[src/rtl/ddr_chk_pkg.sv]
package ddr_chk_pkg;

  typedef enum logic [2:0] {
    CMD_NOP = 3'd0,
    CMD_ACT = 3'd1,
    CMD_RD  = 3'd2,
    CMD_WR  = 3'd3,
    CMD_PRE = 3'd4,
    CMD_REF = 3'd5,
    CMD_MRS = 3'd6
  } ddr_cmd_e;

  localparam int NUM_RULES = 12;

  // ceiling division of a picosecond figure by the clock period
  function automatic int ps_to_clk(input int t_ps, input int tck_ps);
    return (t_ps + tck_ps - 1) / tck_ps;
  endfunction

  function automatic int imax(input int a, input int b);
    return (a > b) ? a : b;
  endfunction

endpackage

[src/rtl/ddr_bank_track.sv]
module ddr_bank_track
  import ddr_chk_pkg::*;
#(
  parameter int CW    = 4,
  parameter int MAXV  = 14,
  parameter int T_RP  = 3,
  parameter int T_DAL = 6,
  parameter int T_RCD = 3
) (
  input  logic          clk,
  input  logic          rst_n,
  input  logic          acc,
  input  logic [2:0]    cmd,
  input  logic          hit,
  input  logic          a10,
  input  logic [CW-1:0] half_bl,
  output logic          open_o,
  output logic [CW-1:0] act_cnt,
  output logic [CW-1:0] rd_cnt,
  output logic [CW-1:0] wr_cnt,
  output logic [CW-1:0] cls_cnt,
  output logic [CW-1:0] cls_need
);

  localparam logic [CW-1:0] SAT  = CW'(MAXV);
  localparam logic [CW-1:0] ONE  = CW'(1);
  localparam logic [CW-1:0] RP_C = CW'(T_RP);

  logic          open_q, open_n;
  logic [CW-1:0] act_q, act_n, rd_q, rd_n, wr_q, wr_n;
  logic [CW-1:0] cls_q, cls_n, need_q, need_n;

  function automatic logic [CW-1:0] bump(input logic [CW-1:0] v);
    return (v == SAT) ? v : v + ONE;
  endfunction

  always_comb begin
    open_n = open_q;
    act_n  = bump(act_q);
    rd_n   = bump(rd_q);
    wr_n   = bump(wr_q);
    cls_n  = bump(cls_q);
    need_n = need_q;
    if (acc) begin
      case (ddr_cmd_e'(cmd))
        CMD_ACT: if (hit) begin
          open_n = 1'b1;
          act_n  = ONE;
        end
        CMD_RD: if (hit) begin
          rd_n = ONE;
          if (a10) begin
            open_n = 1'b0;
            cls_n  = ONE;
            need_n = half_bl + RP_C;
          end
        end
        CMD_WR: if (hit) begin
          wr_n = ONE;
          if (a10) begin
            open_n = 1'b0;
            cls_n  = ONE;
            need_n = CW'(T_DAL);
          end
        end
        CMD_PRE: if ((hit || a10) && open_q) begin
          open_n = 1'b0;
          cls_n  = ONE;
          need_n = RP_C;
        end
        default: ;
      endcase
    end
  end

  always_ff @(posedge clk or negedge rst_n) begin
    if (!rst_n) begin
      open_q <= 1'b0;
      act_q  <= SAT;
      rd_q   <= SAT;
      wr_q   <= SAT;
      cls_q  <= SAT;
      need_q <= '0;
    end else begin
      open_q <= open_n;
      act_q  <= act_n;
      rd_q   <= rd_n;
      wr_q   <= wr_n;
      cls_q  <= cls_n;
      need_q <= need_n;
    end
  end

  assign open_o   = open_q;
  assign act_cnt  = act_q;
  assign rd_cnt   = rd_q;
  assign wr_cnt   = wr_q;
  assign cls_cnt  = cls_q;
  assign cls_need = need_q;


  open_rise_chk: assert property (@(posedge clk) disable iff (!rst_n)
    $rose(open_q) |-> $past(acc && hit && cmd == CMD_ACT));


  open_fall_chk: assert property (@(posedge clk) disable iff (!rst_n)
    $fell(open_q) |-> $past(acc && (cmd == CMD_PRE ||
                             (hit && a10 && (cmd == CMD_RD || cmd == CMD_WR)))));


  col_open_chk: assert property (@(posedge clk) disable iff (!rst_n)
    (acc && hit && (cmd == CMD_RD || cmd == CMD_WR)) |-> (open_q && act_q >= CW'(T_RCD)));

endmodule

[src/rtl/ddr_bus_track.sv]
module ddr_bus_track
  import ddr_chk_pkg::*;
#(
  parameter int CW    = 4,
  parameter int MAXV  = 14,
  parameter int T_RFC = 14,
  parameter int T_MRD = 2
) (
  input  logic          clk,
  input  logic          rst_n,
  input  logic          acc,
  input  logic [2:0]    cmd,
  output logic [CW-1:0] gact_cnt,
  output logic [CW-1:0] ref_cnt,
  output logic [CW-1:0] mrs_cnt,
  output logic [CW-1:0] grd_cnt,
  output logic [CW-1:0] gwr_cnt
);

  localparam logic [CW-1:0] SAT = CW'(MAXV);
  localparam logic [CW-1:0] ONE = CW'(1);

  logic [CW-1:0] act_q, act_n, ref_q, ref_n, mrs_q, mrs_n, rd_q, rd_n, wr_q, wr_n;

  function automatic logic [CW-1:0] bump(input logic [CW-1:0] v);
    return (v == SAT) ? v : v + ONE;
  endfunction

  always_comb begin
    act_n = bump(act_q);
    ref_n = bump(ref_q);
    mrs_n = bump(mrs_q);
    rd_n  = bump(rd_q);
    wr_n  = bump(wr_q);
    if (acc) begin
      case (ddr_cmd_e'(cmd))
        CMD_ACT: act_n = ONE;
        CMD_REF: ref_n = ONE;
        CMD_MRS: mrs_n = ONE;
        CMD_RD:  rd_n  = ONE;
        CMD_WR:  wr_n  = ONE;
        default: ;
      endcase
    end
  end

  always_ff @(posedge clk or negedge rst_n) begin
    if (!rst_n) begin
      act_q <= SAT;
      ref_q <= SAT;
      mrs_q <= SAT;
      rd_q  <= SAT;
      wr_q  <= SAT;
    end else begin
      act_q <= act_n;
      ref_q <= ref_n;
      mrs_q <= mrs_n;
      rd_q  <= rd_n;
      wr_q  <= wr_n;
    end
  end

  assign gact_cnt = act_q;
  assign ref_cnt  = ref_q;
  assign mrs_cnt  = mrs_q;
  assign grd_cnt  = rd_q;
  assign gwr_cnt  = wr_q;


  rfc_gap_chk: assert property (@(posedge clk) disable iff (!rst_n)
    (acc && (cmd == CMD_ACT || cmd == CMD_REF)) |-> (ref_q >= CW'(T_RFC)));


  mrd_gap_chk: assert property (@(posedge clk) disable iff (!rst_n)
    (acc && cmd != CMD_NOP) |-> (mrs_q >= CW'(T_MRD)));

endmodule

[src/rtl/ddr_rule_eval.sv]
module ddr_rule_eval
  import ddr_chk_pkg::*;
#(
  parameter int NB    = 4,
  parameter int BW    = 2,
  parameter int CW    = 4,
  parameter int T_RCD = 3,
  parameter int T_RRD = 2,
  parameter int T_RAS = 8,
  parameter int T_RC  = 11,
  parameter int T_RFC = 14,
  parameter int T_MRD = 2
) (
  input  logic [2:0]              cmd,
  input  logic [BW-1:0]           bank,
  input  logic                    a10,
  input  logic [CW-1:0]           half_bl,
  input  logic [NB-1:0]           open_v,
  input  logic [NB-1:0][CW-1:0]   act_cnt,
  input  logic [NB-1:0][CW-1:0]   rd_cnt,
  input  logic [NB-1:0][CW-1:0]   wr_cnt,
  input  logic [NB-1:0][CW-1:0]   cls_cnt,
  input  logic [NB-1:0][CW-1:0]   cls_need,
  input  logic [CW-1:0]           gact_cnt,
  input  logic [CW-1:0]           ref_cnt,
  input  logic [CW-1:0]           mrs_cnt,
  input  logic [CW-1:0]           grd_cnt,
  input  logic [CW-1:0]           gwr_cnt,
  output logic                    accept,
  output logic [3:0]              code
);

  localparam logic [CW-1:0] RCD_C = CW'(T_RCD);
  localparam logic [CW-1:0] RRD_C = CW'(T_RRD);
  localparam logic [CW-1:0] RAS_C = CW'(T_RAS);
  localparam logic [CW-1:0] RC_C  = CW'(T_RC);
  localparam logic [CW-1:0] RFC_C = CW'(T_RFC);
  localparam logic [CW-1:0] MRD_C = CW'(T_MRD);

  ddr_cmd_e c;
  logic [NUM_RULES-1:0] fail;   // bit k -> code k+1
  logic is_act, is_col, is_pre, is_ref, is_mrs, any_open;
  logic [CW-1:0] wr_pre_lim, wr_rd_lim, rd_wr_lim;

  assign c      = ddr_cmd_e'(cmd);
  assign is_act = (c == CMD_ACT);
  assign is_col = (c == CMD_RD) || (c == CMD_WR);
  assign is_pre = (c == CMD_PRE);
  assign is_ref = (c == CMD_REF);
  assign is_mrs = (c == CMD_MRS);
  assign any_open   = |open_v;
  assign wr_pre_lim = CW'(4) + half_bl;
  assign wr_rd_lim  = CW'(2) + half_bl;
  assign rd_wr_lim  = CW'(3) + half_bl;

  always_comb begin
    fail = '0;
    if (c != CMD_NOP) begin
      fail[0] = (mrs_cnt < MRD_C);
      fail[1] = (is_act || is_ref) && (ref_cnt < RFC_C);
      fail[2] = (is_col && !open_v[bank]) || (is_act && open_v[bank]) ||
                ((is_ref || is_mrs) && any_open);
      fail[3] = is_col && (act_cnt[bank] < RCD_C);
      fail[4] = is_act && (cls_cnt[bank] < cls_need[bank]);
      fail[5] = is_act && (act_cnt[bank] < RC_C);
      fail[6] = is_act && (gact_cnt < RRD_C);
      fail[10] = (c == CMD_RD) && (gwr_cnt < wr_rd_lim);
      fail[11] = (c == CMD_WR) && (grd_cnt < rd_wr_lim);
      for (int i = 0; i < NB; i++) begin
        if (is_ref) begin
          if (cls_cnt[i] < cls_need[i]) fail[4] = 1'b1;
          if (act_cnt[i] < RC_C)        fail[5] = 1'b1;
        end
        if (is_pre && open_v[i] && (a10 || bank == BW'(i))) begin
          if (act_cnt[i] < RAS_C)      fail[7] = 1'b1;
          if (wr_cnt[i]  < wr_pre_lim) fail[8] = 1'b1;
          if (rd_cnt[i]  < half_bl)    fail[9] = 1'b1;
        end
      end
    end
  end

  // lowest-numbered failing rule wins
  always_comb begin
    code = 4'd0;
    for (int k = NUM_RULES - 1; k >= 0; k--) begin
      if (fail[k]) code = 4'(k + 1);
    end
  end

  assign accept = (c != CMD_NOP) && (fail == '0);

endmodule

[src/rtl/ddr_cmd_timing_check.sv]
module ddr_cmd_timing_check
  import ddr_chk_pkg::*;
#(
  parameter int NBANK   = 4,
  parameter int TCK_PS  = 5000,
  parameter int TRCD_PS = 15000,
  parameter int TRP_PS  = 15000,
  parameter int TRRD_PS = 10000,
  parameter int TRAS_PS = 40000,
  parameter int TRC_PS  = 55000,
  parameter int TRFC_PS = 70000,
  parameter int TWR_PS  = 15000,
  parameter int TMRD_CK = 2
) (
  input  logic       clk,
  input  logic       rst_n,
  input  logic [2:0] cmd,
  input  logic [1:0] bank,
  input  logic       a10,
  input  logic [1:0] bl_sel,
  output logic       cmd_ok,
  output logic       viol,
  output logic [3:0] viol_code
);

  localparam int BW    = $clog2(NBANK);
  localparam int T_RCD = ps_to_clk(TRCD_PS, TCK_PS);
  localparam int T_RP  = ps_to_clk(TRP_PS, TCK_PS);
  localparam int T_RRD = ps_to_clk(TRRD_PS, TCK_PS);
  localparam int T_RAS = ps_to_clk(TRAS_PS, TCK_PS);
  localparam int T_RC  = ps_to_clk(TRC_PS, TCK_PS);
  localparam int T_RFC = ps_to_clk(TRFC_PS, TCK_PS);
  localparam int T_WR  = ps_to_clk(TWR_PS, TCK_PS);
  localparam int T_DAL = T_WR + T_RP;
  localparam int T_MRD = TMRD_CK;
  localparam int MAXV  = imax(imax(imax(T_RC, T_RFC), imax(T_DAL, T_RAS)),
                              imax(imax(8, T_RP + 4), imax(imax(T_MRD, T_RCD), T_RRD)));
  localparam int CW    = $clog2(MAXV + 1);

  logic [CW-1:0] half_bl;
  always_comb begin
    case (bl_sel)
      2'd0:    half_bl = CW'(1);
      2'd1:    half_bl = CW'(2);
      default: half_bl = CW'(4);
    endcase
  end

  logic                  accept;
  logic [3:0]            code;
  logic [NBANK-1:0]      open_v;
  logic [NBANK-1:0][CW-1:0] act_cnt, rd_cnt, wr_cnt, cls_cnt, cls_need;
  logic [CW-1:0]         gact_cnt, ref_cnt, mrs_cnt, grd_cnt, gwr_cnt;

  for (genvar gi = 0; gi < NBANK; gi++) begin : g_bank
    ddr_bank_track #(
      .CW(CW), .MAXV(MAXV), .T_RP(T_RP), .T_DAL(T_DAL), .T_RCD(T_RCD)
    ) u_bank (
      .clk      (clk),
      .rst_n    (rst_n),
      .acc      (accept),
      .cmd      (cmd),
      .hit      (bank[BW-1:0] == BW'(gi)),
      .a10      (a10),
      .half_bl  (half_bl),
      .open_o   (open_v[gi]),
      .act_cnt  (act_cnt[gi]),
      .rd_cnt   (rd_cnt[gi]),
      .wr_cnt   (wr_cnt[gi]),
      .cls_cnt  (cls_cnt[gi]),
      .cls_need (cls_need[gi])
    );
  end

  ddr_bus_track #(
    .CW(CW), .MAXV(MAXV), .T_RFC(T_RFC), .T_MRD(T_MRD)
  ) u_bus (
    .clk      (clk),
    .rst_n    (rst_n),
    .acc      (accept),
    .cmd      (cmd),
    .gact_cnt (gact_cnt),
    .ref_cnt  (ref_cnt),
    .mrs_cnt  (mrs_cnt),
    .grd_cnt  (grd_cnt),
    .gwr_cnt  (gwr_cnt)
  );

  ddr_rule_eval #(
    .NB(NBANK), .BW(BW), .CW(CW), .T_RCD(T_RCD), .T_RRD(T_RRD),
    .T_RAS(T_RAS), .T_RC(T_RC), .T_RFC(T_RFC), .T_MRD(T_MRD)
  ) u_eval (
    .cmd      (cmd),
    .bank     (bank[BW-1:0]),
    .a10      (a10),
    .half_bl  (half_bl),
    .open_v   (open_v),
    .act_cnt  (act_cnt),
    .rd_cnt   (rd_cnt),
    .wr_cnt   (wr_cnt),
    .cls_cnt  (cls_cnt),
    .cls_need (cls_need),
    .gact_cnt (gact_cnt),
    .ref_cnt  (ref_cnt),
    .mrs_cnt  (mrs_cnt),
    .grd_cnt  (grd_cnt),
    .gwr_cnt  (gwr_cnt),
    .accept   (accept),
    .code     (code)
  );

  logic       ok_q, ok_n, viol_q, viol_n;
  logic [3:0] code_q, code_n;

  always_comb begin
    ok_n   = accept;
    viol_n = (code != 4'd0);
    code_n = code;
  end

  always_ff @(posedge clk or negedge rst_n) begin
    if (!rst_n) begin
      ok_q   <= 1'b0;
      viol_q <= 1'b0;
      code_q <= 4'd0;
    end else begin
      ok_q   <= ok_n;
      viol_q <= viol_n;
      code_q <= code_n;
    end
  end

  assign cmd_ok    = ok_q;
  assign viol      = viol_q;
  assign viol_code = code_q;


  nop_quiet_chk: assert property (@(posedge clk) disable iff (!rst_n)
    ($past(cmd) == CMD_NOP) |-> (!cmd_ok && !viol));


  verdict_excl_chk: assert property (@(posedge clk) disable iff (!rst_n)
    cmd_ok |-> (viol_code == 4'd0));


  rd_needs_open_chk: assert property (@(posedge clk) disable iff (!rst_n)
    (cmd_ok && $past(cmd) == CMD_RD) |-> $past(open_v[bank[BW-1:0]]));

endmodule

[config.mk]
export PLATFORM = sky130hd
export DESIGN_NAME = ddr_cmd_timing_check
export DESIGN_NICKNAME = d
export VERILOG_FILES = /design/src/rtl/ddr_chk_pkg.sv /design/src/rtl/ddr_bank_track.sv /design/src/rtl/ddr_bus_track.sv /design/src/rtl/ddr_rule_eval.sv /design/src/rtl/ddr_cmd_timing_check.sv
export SDC_FILE = /design/constraint.sdc
export NUM_CORES = 1
export LEC_CHECK = 0
export ABC_AREA = 1
export BUFFER_PORTS_ARGS = -buffer_cell sky130_fd_sc_hd__buf_2
export CAP_MARGIN = 10
export CORE_MARGIN = 2
export CORE_UTILIZATION = 43
export DETAILED_ROUTE_END_ITERATION = 7
export GPL_TIMING_DRIVEN = 0
export PLACE_DENSITY = 0.63
export SLEW_MARGIN = 10
export SYNTH_ARGS = -nofsm -noshare
export SYNTH_HDL_FRONTEND = slang
export SYNTH_SLANG_ARGS = --single-unit
[constraint.sdc]
create_clock -name clk -period 2.8 [get_ports clk]
set_input_delay 0.42 -clock clk [delete_from_list [all_inputs] [get_ports clk]]
set_output_delay 0.42 -clock clk [all_outputs]
set_load 0.05 [all_outputs]
==> Yosys cells after proc, flatten, opt, wreduce, memory -nomap -nowiden <==
Cells that the tools add are included.
{ "word_totals": {"reg_bits": 110, "input_bits": 10} }
{ "op_classes": {"addsub": 24, "magnitude_cmp": 29, "eq_ne": 54, "muxes": 172, "reduce_logical": 50} }
{ "ops": {"columns": ["cell", "n"], "rows": [
  ["4-bit 2-to-1 mux", 112],
  ["4-bit by 1-bit adder with 4-bit output (second input constant)", 21],
  ["4-bit == test (second input constant)", 21],
  ["4-bit one-hot mux with 3 select lines", 4],
  ["4-bit less-than comparator", 11],
  ["4-bit less-than comparator (second input constant)", 10],
  ["1-bit 2-to-1 mux", 34],
  ["4-bit one-hot mux with 2 select lines", 4],
  ["7-bit AND reduction", 4],
  ["2-bit by 1-bit != test with 1-bit output (second input constant)", 13],
  ["4-bit binary-select mux with 2-bit select", 3],
  ["6-bit AND reduction", 4],
  ["1-bit logical AND", 23],
  ["2-bit != test (second input constant)", 10],
  ["4-bit by 3-bit less-than comparator with 1-bit output", 4],
  ["12-bit zero test", 1],
  ["4-bit by 2-bit less-than comparator with 1-bit output (second input constant)", 3],
  ["12-bit 2-to-1 mux", 1],
  ["3-bit 2-to-1 mux", 4],
  ["1-bit one-hot mux with 3 select lines", 4],
  ["3-bit == test (second input constant)", 3],
  ["1-bit logical OR", 9],
  ["3-bit nonzero test", 3],
  ["2-bit by 3-bit adder with 4-bit output (first input constant)", 2],
  ["14 further kinds", 21]
]} }

==> Logic depth before layout (Yosys ltp) <==
{ "depth": {"word_depth": 26, "ltp_mapped": 21, "mapped_depth_nobuf": 21} }

==> Cells and area by module <==
A second synthesis with hierarchy kept.
{ "hier_totals": {"hier_cells": 1085, "area_unflattened_um2": 8209.1} }
{ "modules_own_cells": {"columns": ["module", "instances", "cells_per_inst", "area_each_um2", "seq_area_each_um2"], "rows": [
  ["ddr_bank_track", 4, 151, 1222.4, 540.5],
  ["ddr_rule_eval", 1, 330, 2003.2, 0.0],
  ["ddr_bus_track", 1, 130, 1109.8, 519.2],
  ["ddr_cmd_timing_check", 1, 21, 206.4, 150.1]
]} }

==> Worst setup path after synthesis <==
Ideal clock, no wire load.
{ "synth_path": {"kind": "input to register", "start": "input port bank[0]", "end": "register g_bank[0].u_bank.need_q[0]", "arrival_ns": 2.388, "t_required_ns": 2.723, "path_slack_ns": 0.336, "stages": 15, "path_cell_list": "nand2_1 > clkbuf_1 > o22ai_1 > a221oi_1 > ha_1 > a211oi_1 > nand2_1 > nand2_1 > inv_1 > nand2_2 > nor2_8 > buf_6 > nand2_2 > nand2_1 > o21ai_1"} }
{ "synth_between": {"elab_chain_cells": 16, "word_cells_on_any_way": 64} }
{ "synth_lines": {"columns": ["element", "line_no", "rtl"], "rows": [
  ["start: declaration", "ddr_cmd_timing_check.sv:18", "input logic [1:0] bank,"],
  ["4-bit binary-select mux with 2-bit select, on equally long branches", "ddr_rule_eval.sv:64, ddr_rule_eval.sv:63, ddr_rule_eval.sv:65", null],
  ["4-bit 2-to-1 mux, on equally long branches", "ddr_rule_eval.sv:64, ddr_rule_eval.sv:63, ddr_rule_eval.sv:65", null],
  ["4-bit less-than comparator, on equally long branches", "ddr_rule_eval.sv:64, ddr_rule_eval.sv:65", null],
  ["1-bit logical AND, on equally long branches", "ddr_rule_eval.sv:64, ddr_rule_eval.sv:65", null],
  ["1-bit 2-to-1 mux, on equally long branches", "ddr_rule_eval.sv:71, ddr_rule_eval.sv:72", null],
  ["2-bit 2-to-1 mux", "ddr_rule_eval.sv:70", "if (is_ref) begin"],
  ["1-bit 2-to-1 mux, on equally long branches", "ddr_rule_eval.sv:71, ddr_rule_eval.sv:72", null],
  ["2-bit 2-to-1 mux", "ddr_rule_eval.sv:70", null],
  ["1-bit 2-to-1 mux, on equally long branches", "ddr_rule_eval.sv:71, ddr_rule_eval.sv:72", null],
  ["2-bit 2-to-1 mux", "ddr_rule_eval.sv:70", null],
  ["1-bit 2-to-1 mux, on equally long branches", "ddr_rule_eval.sv:71, ddr_rule_eval.sv:72", null],
  ["2-bit 2-to-1 mux", "ddr_rule_eval.sv:70", null],
  ["12-bit 2-to-1 mux", "ddr_rule_eval.sv:58", "if (c != CMD_NOP) begin"],
  ["12-bit zero test", "ddr_rule_eval.sv:91", "assign accept = (c != CMD_NOP) && (fail == '0);"],
  ["1-bit logical AND", "ddr_rule_eval.sv:91", null],
  ["7-bit AND reduction (no source line) (*)", null, null],
  ["end signal: assignment", "ddr_bank_track.sv:90", "need_q <= need_n;"],
  ["end: declaration", "ddr_bank_track.sv:31", "logic [CW-1:0] cls_q, cls_n, need_q, need_n;"]
]} }
Mark *: on every way between the ends. The rest lies on a longest branch, timed or not. The select of a mux whose other input is x is not followed.
A chain may end at the register's enable or synchronous reset.

==> Worst setup path after layout <==
{ "layout_path": {"start": "input port cmd[1]", "end": "register u_bus.mrs_q[0] (netlist: u_bus.mrs_cnt[0])"} }
{ "layout_between": {"elab_chain_cells": 14, "word_cells_on_any_way": 60} }
{ "layout_lines": {"columns": ["element", "line_no", "rtl"], "rows": [
  ["start: declaration", "ddr_cmd_timing_check.sv:17", "input logic [2:0] cmd,"],
  ["3-bit by 1-bit == test with 1-bit output / 3-bit == test (equally long branches)", "ddr_rule_eval.sv:46, ddr_rule_eval.sv:48", null],
  ["1-bit logical AND, on equally long branches", "ddr_rule_eval.sv:64, ddr_rule_eval.sv:65, ddr_rule_eval.sv:74", null],
  ["1-bit 2-to-1 mux, or another cell as far along", "ddr_rule_eval.sv:71", "if (cls_cnt[i] < cls_need[i]) fail[4] = 1'b1;"],
  ["2-bit 2-to-1 mux / 3-bit 2-to-1 mux (equally long branches)", "ddr_rule_eval.sv:70, ddr_rule_eval.sv:74", null],
  ["1-bit 2-to-1 mux, on equally long branches", null, null],
  ["2-bit 2-to-1 mux / 3-bit 2-to-1 mux (equally long branches)", "ddr_rule_eval.sv:70, ddr_rule_eval.sv:74", null],
  ["1-bit 2-to-1 mux, on equally long branches", null, null],
  ["2-bit 2-to-1 mux / 3-bit 2-to-1 mux (equally long branches)", "ddr_rule_eval.sv:70, ddr_rule_eval.sv:74", null],
  ["1-bit 2-to-1 mux, on equally long branches", null, null],
  ["2-bit 2-to-1 mux / 3-bit 2-to-1 mux (equally long branches)", "ddr_rule_eval.sv:70, ddr_rule_eval.sv:74", null],
  ["12-bit 2-to-1 mux", "ddr_rule_eval.sv:58", null],
  ["12-bit zero test", "ddr_rule_eval.sv:91", null],
  ["1-bit logical AND", "ddr_rule_eval.sv:91", null],
  ["4-bit 2-to-1 mux (*)", "ddr_bus_track.sv:35", "if (acc) begin"],
  ["via u_bus.mrs_n[0]", "ddr_bus_track.sv:23", "logic [CW-1:0] act_q, act_n, ref_q, ref_n, mrs_q, mrs_n, rd_q, rd_n, wr_q, wr_n;"],
  ["end signal: assignment", "ddr_bus_track.sv:57", "mrs_q <= mrs_n;"],
  ["end: declaration", "ddr_bus_track.sv:23", null]
]} }
Mark *: on every way through the listed nets, which the timed path passes. The rest lies on a longest branch.

==> metrics.md <==
| Metric | Value |
|---|---|
| Library cells used by synthesis | `43` |
| Top FF cell, synth | `dfstp_2` |
| Chip Width | `134 µm` |
| Core area | `0.0166 mm²` |
| Clk root buf | `clkbuf_16` |
| Routing usage on met1 | `0.284` |
| CTS buffer count | `9` |
| Async set-or-reset flop fraction in the synthesized netlist | `1.00` |
| Min cycle time layout | `2610 ps` |
| Tot Pwr | `8.79 mW` |
| Crit share post-route | `0.933` |
| Via-to-Cell Ratio | `approximately 5.2` |
| Power Density | `around 1100 mW/mm²` |
| Leak | `3.94 nW` |
| Starting Density | `0.439` |
| Initial antenna violation count | `0` |
| Post-synthesis cell area | `0.00728 mm²` |
| Vias in the first global route | `5771` |
| Max-Slew Margin vs Limit | `0.448` |
| Most frequent cells in the layout | `nand2_1 (189), inv_1 (108), nor2_1 (86)` |
| Hold Vio Cnt, Final | `0` |
| Status | `completed` |
| Clock skew | `9.92 ps` |
| Post-synth EDFFs | `0` |
| Total track usage | `0.200` |
| Worst setup SP type | `input pin` |
| Max-slew violations | `0` |
| Fin Setup TNS | `0 ps` |
| Synth Instances | `906` |
| Final instance area | `0.00804 mm²` |
| CTS clock-pin slew for the worst setup and hold paths | `70 ps` |
| Min-Delay Path Class | `register to register` |
| Crit Path Max Fanout | `8` |
| Setup WS post-layout | `about 190 ps` |
| Met2 Use GR | `0.306` |
| Number of diodes | `0` |
| Routability Congestion | `0.886` |
| Most common cell after layout, fill and taps aside | `nand2_1` |
| Max Cap Viol | `0` |
| Syn Area/Cell | `8.03 µm²` |
| RSZ-0062 raised after global routing | `false` |
| Clk sink count | `110` |
| Util after Layout | `0.485` |
| Fin Hold WS | `470 ps` |
| Fmax | `383 MHz` |
| Slew @ Worst Pin | `about 830 ps` |
| Input/output buffers | `15` |
| Most Crowded Layer GR | `met2` |
| Gr ovfl total | `0` |
| Final setup violating endpoints | `0` |
| Seq/Total Area, Yosys | `0.389` |
| First-pass detailed-route iteration total | `5` |
| Num rows | `47` |
| Final WL | `16800 µm` |
| Routed wire per std cell | `between 10 and 15 µm` |
| Synth Warn # | `0` |
| DP Area | `0.00767 mm²` |
| Dpl cells | `1143` |
| Fin nets | `1027` |
| Worst Path Required | `3040 ps` |
| DRC viols | `0` |
| Final std cells w/o fill | `1159` |
| Largest net degree at the start of global routing | `78` |
| Final ANT Viol Nets | `0` |
| Hpwl dp | `around 12000 µm` |
| Clock Latency Late Sink | `360 ps` |
| Area grow syn2layout | `10.4%` |
| M3 GR Usage | `0.0272` |
| # IOs | `16` |
| Post-CTS Setup Repair Bufs | `0` |
| WP data arrival | `2860 ps` |
| Initial DRC Count | `375` |
| Clock tree buffer depth | `2` |
| Setup CP Type | `input pin to register` |
| Via count | `5981` |
| Maximum VDD drop | `0.549 mV` |
| Die span in y | `between 100 and 150 µm` |
| Seq cells post-synth | `110` |
| DIE AREA | `0.0180 mm²` |
| Setup slack at placement | `-568 ps` |
| Global-route wire length before repair | `28500 µm` |
| CP Capture Type | `register` |
| Layout cell share with drive strength beyond 1 | `0.161` |
| Clock H-tree levels | `3` |
| CTS tree | `yes` |
## flip-flops by register name, summed over array words and instances (netlist names), 16 cells and up
name and flops:
g_bank.u_bank.cls_cnt 16, g_bank.u_bank.wr_cnt 16, g_bank.u_bank.act_cnt 16, g_bank.u_bank.rd_cnt 16
g_bank.u_bank.cls_need 16
## cells by family after synthesis
kind of cell | share of synthesized area
xor gates and xnor gates | 0.0313
AOI/OAI and AO/OA | 0.119
and+or+nand+nor | 0.247
buffers and inverters | 0.0665
muxes | 0.00413
DFF | 0.389
adders and majority gates | 0.143
other | 0.000515
## power by group
group,switching [mW],internal [mW]
Sequential,0.894,2.76
Combinational,2.23,1.72
Clock,0.583,0.603
Total,3.71,5.08
## cells in the mapped netlist, drive strengths merged (4+ instances only)
master	n	area share
a21boi	6	0.0062
a21oi	49	0.034
a221oi	4	0.0048
a22oi	7	0.0072
buf	8	0.0067
dfrtp	47	0.16
dfstp	63	0.23
ha	83	0.14
inv	114	0.059
nand2	197	0.10
nand3	61	0.043
nand3b	6	0.0062
nand4	25	0.021
nor2	107	0.059
nor3	5	0.0034
o21ai	44	0.030
o21bai	8	0.0083
o22ai	12	0.010
or2	8	0.0069
xnor2	6	0.0072
xor2	20	0.024
## path summary, 6_finish.rpt
path	from	end	slack, ps	cells after the start
max	cmd[1]	u_bus.mrs_cnt[0]	190	13
max reg2reg	g_bank[2].u_bank.act_cnt[1]	g_bank[0].u_bank.cls_need[0]	270	13
min in group asynchronous	rst_n	g_bank[2].u_bank.act_cnt[0]	520	2
max in group asynchronous	rst_n	g_bank[1].u_bank.rd_cnt[3]	1560	3
min	g_bank[3].u_bank.cls_need[3]	g_bank[3].u_bank.cls_need[3]	470	2
min reg2reg	g_bank[3].u_bank.cls_need[3]	g_bank[3].u_bank.cls_need[3]	470	2
## metal layers
layer | wire length, µm | part of all wire
met5 | 0 | 0
met3 | 711 | 0.042
met1 | 8110 | 0.48
met2 | 7460 | 0.44
met4 | 519 | 0.031
## worst max-delay path, stage by stage
cell     delay, ps
buf_2          110
inv_1           80
nor2_1         420
inv_1          300
nor2_1         410
nand4_1        230
nand2_1        120
nor2_2          60
nand2_1         80
nor2_1          50
nand2_1        160
nor2_1         120
or2_2          280
## what timing repair did
item | in CTS | in global routing
resized for setup | 1 | 38
endpoints found under the setup margin | 100 | 100
hold buffers | 1 | 0
pin swaps | 0 | 1
hold endpoints to repair | 10 | 0
## area by class of cell
cell class                 instances  area [µm²]
fill                            1648        8550
multi-input combinational        673        4050
sequential                       110        2830
inverter                         114         428
tap                              220         275
clock buffer                      12         236
timing repair buffer              17         119
buffer                             9        67.6
clock inverter                     4        25.0
Power figures use the tool's default switching activity.
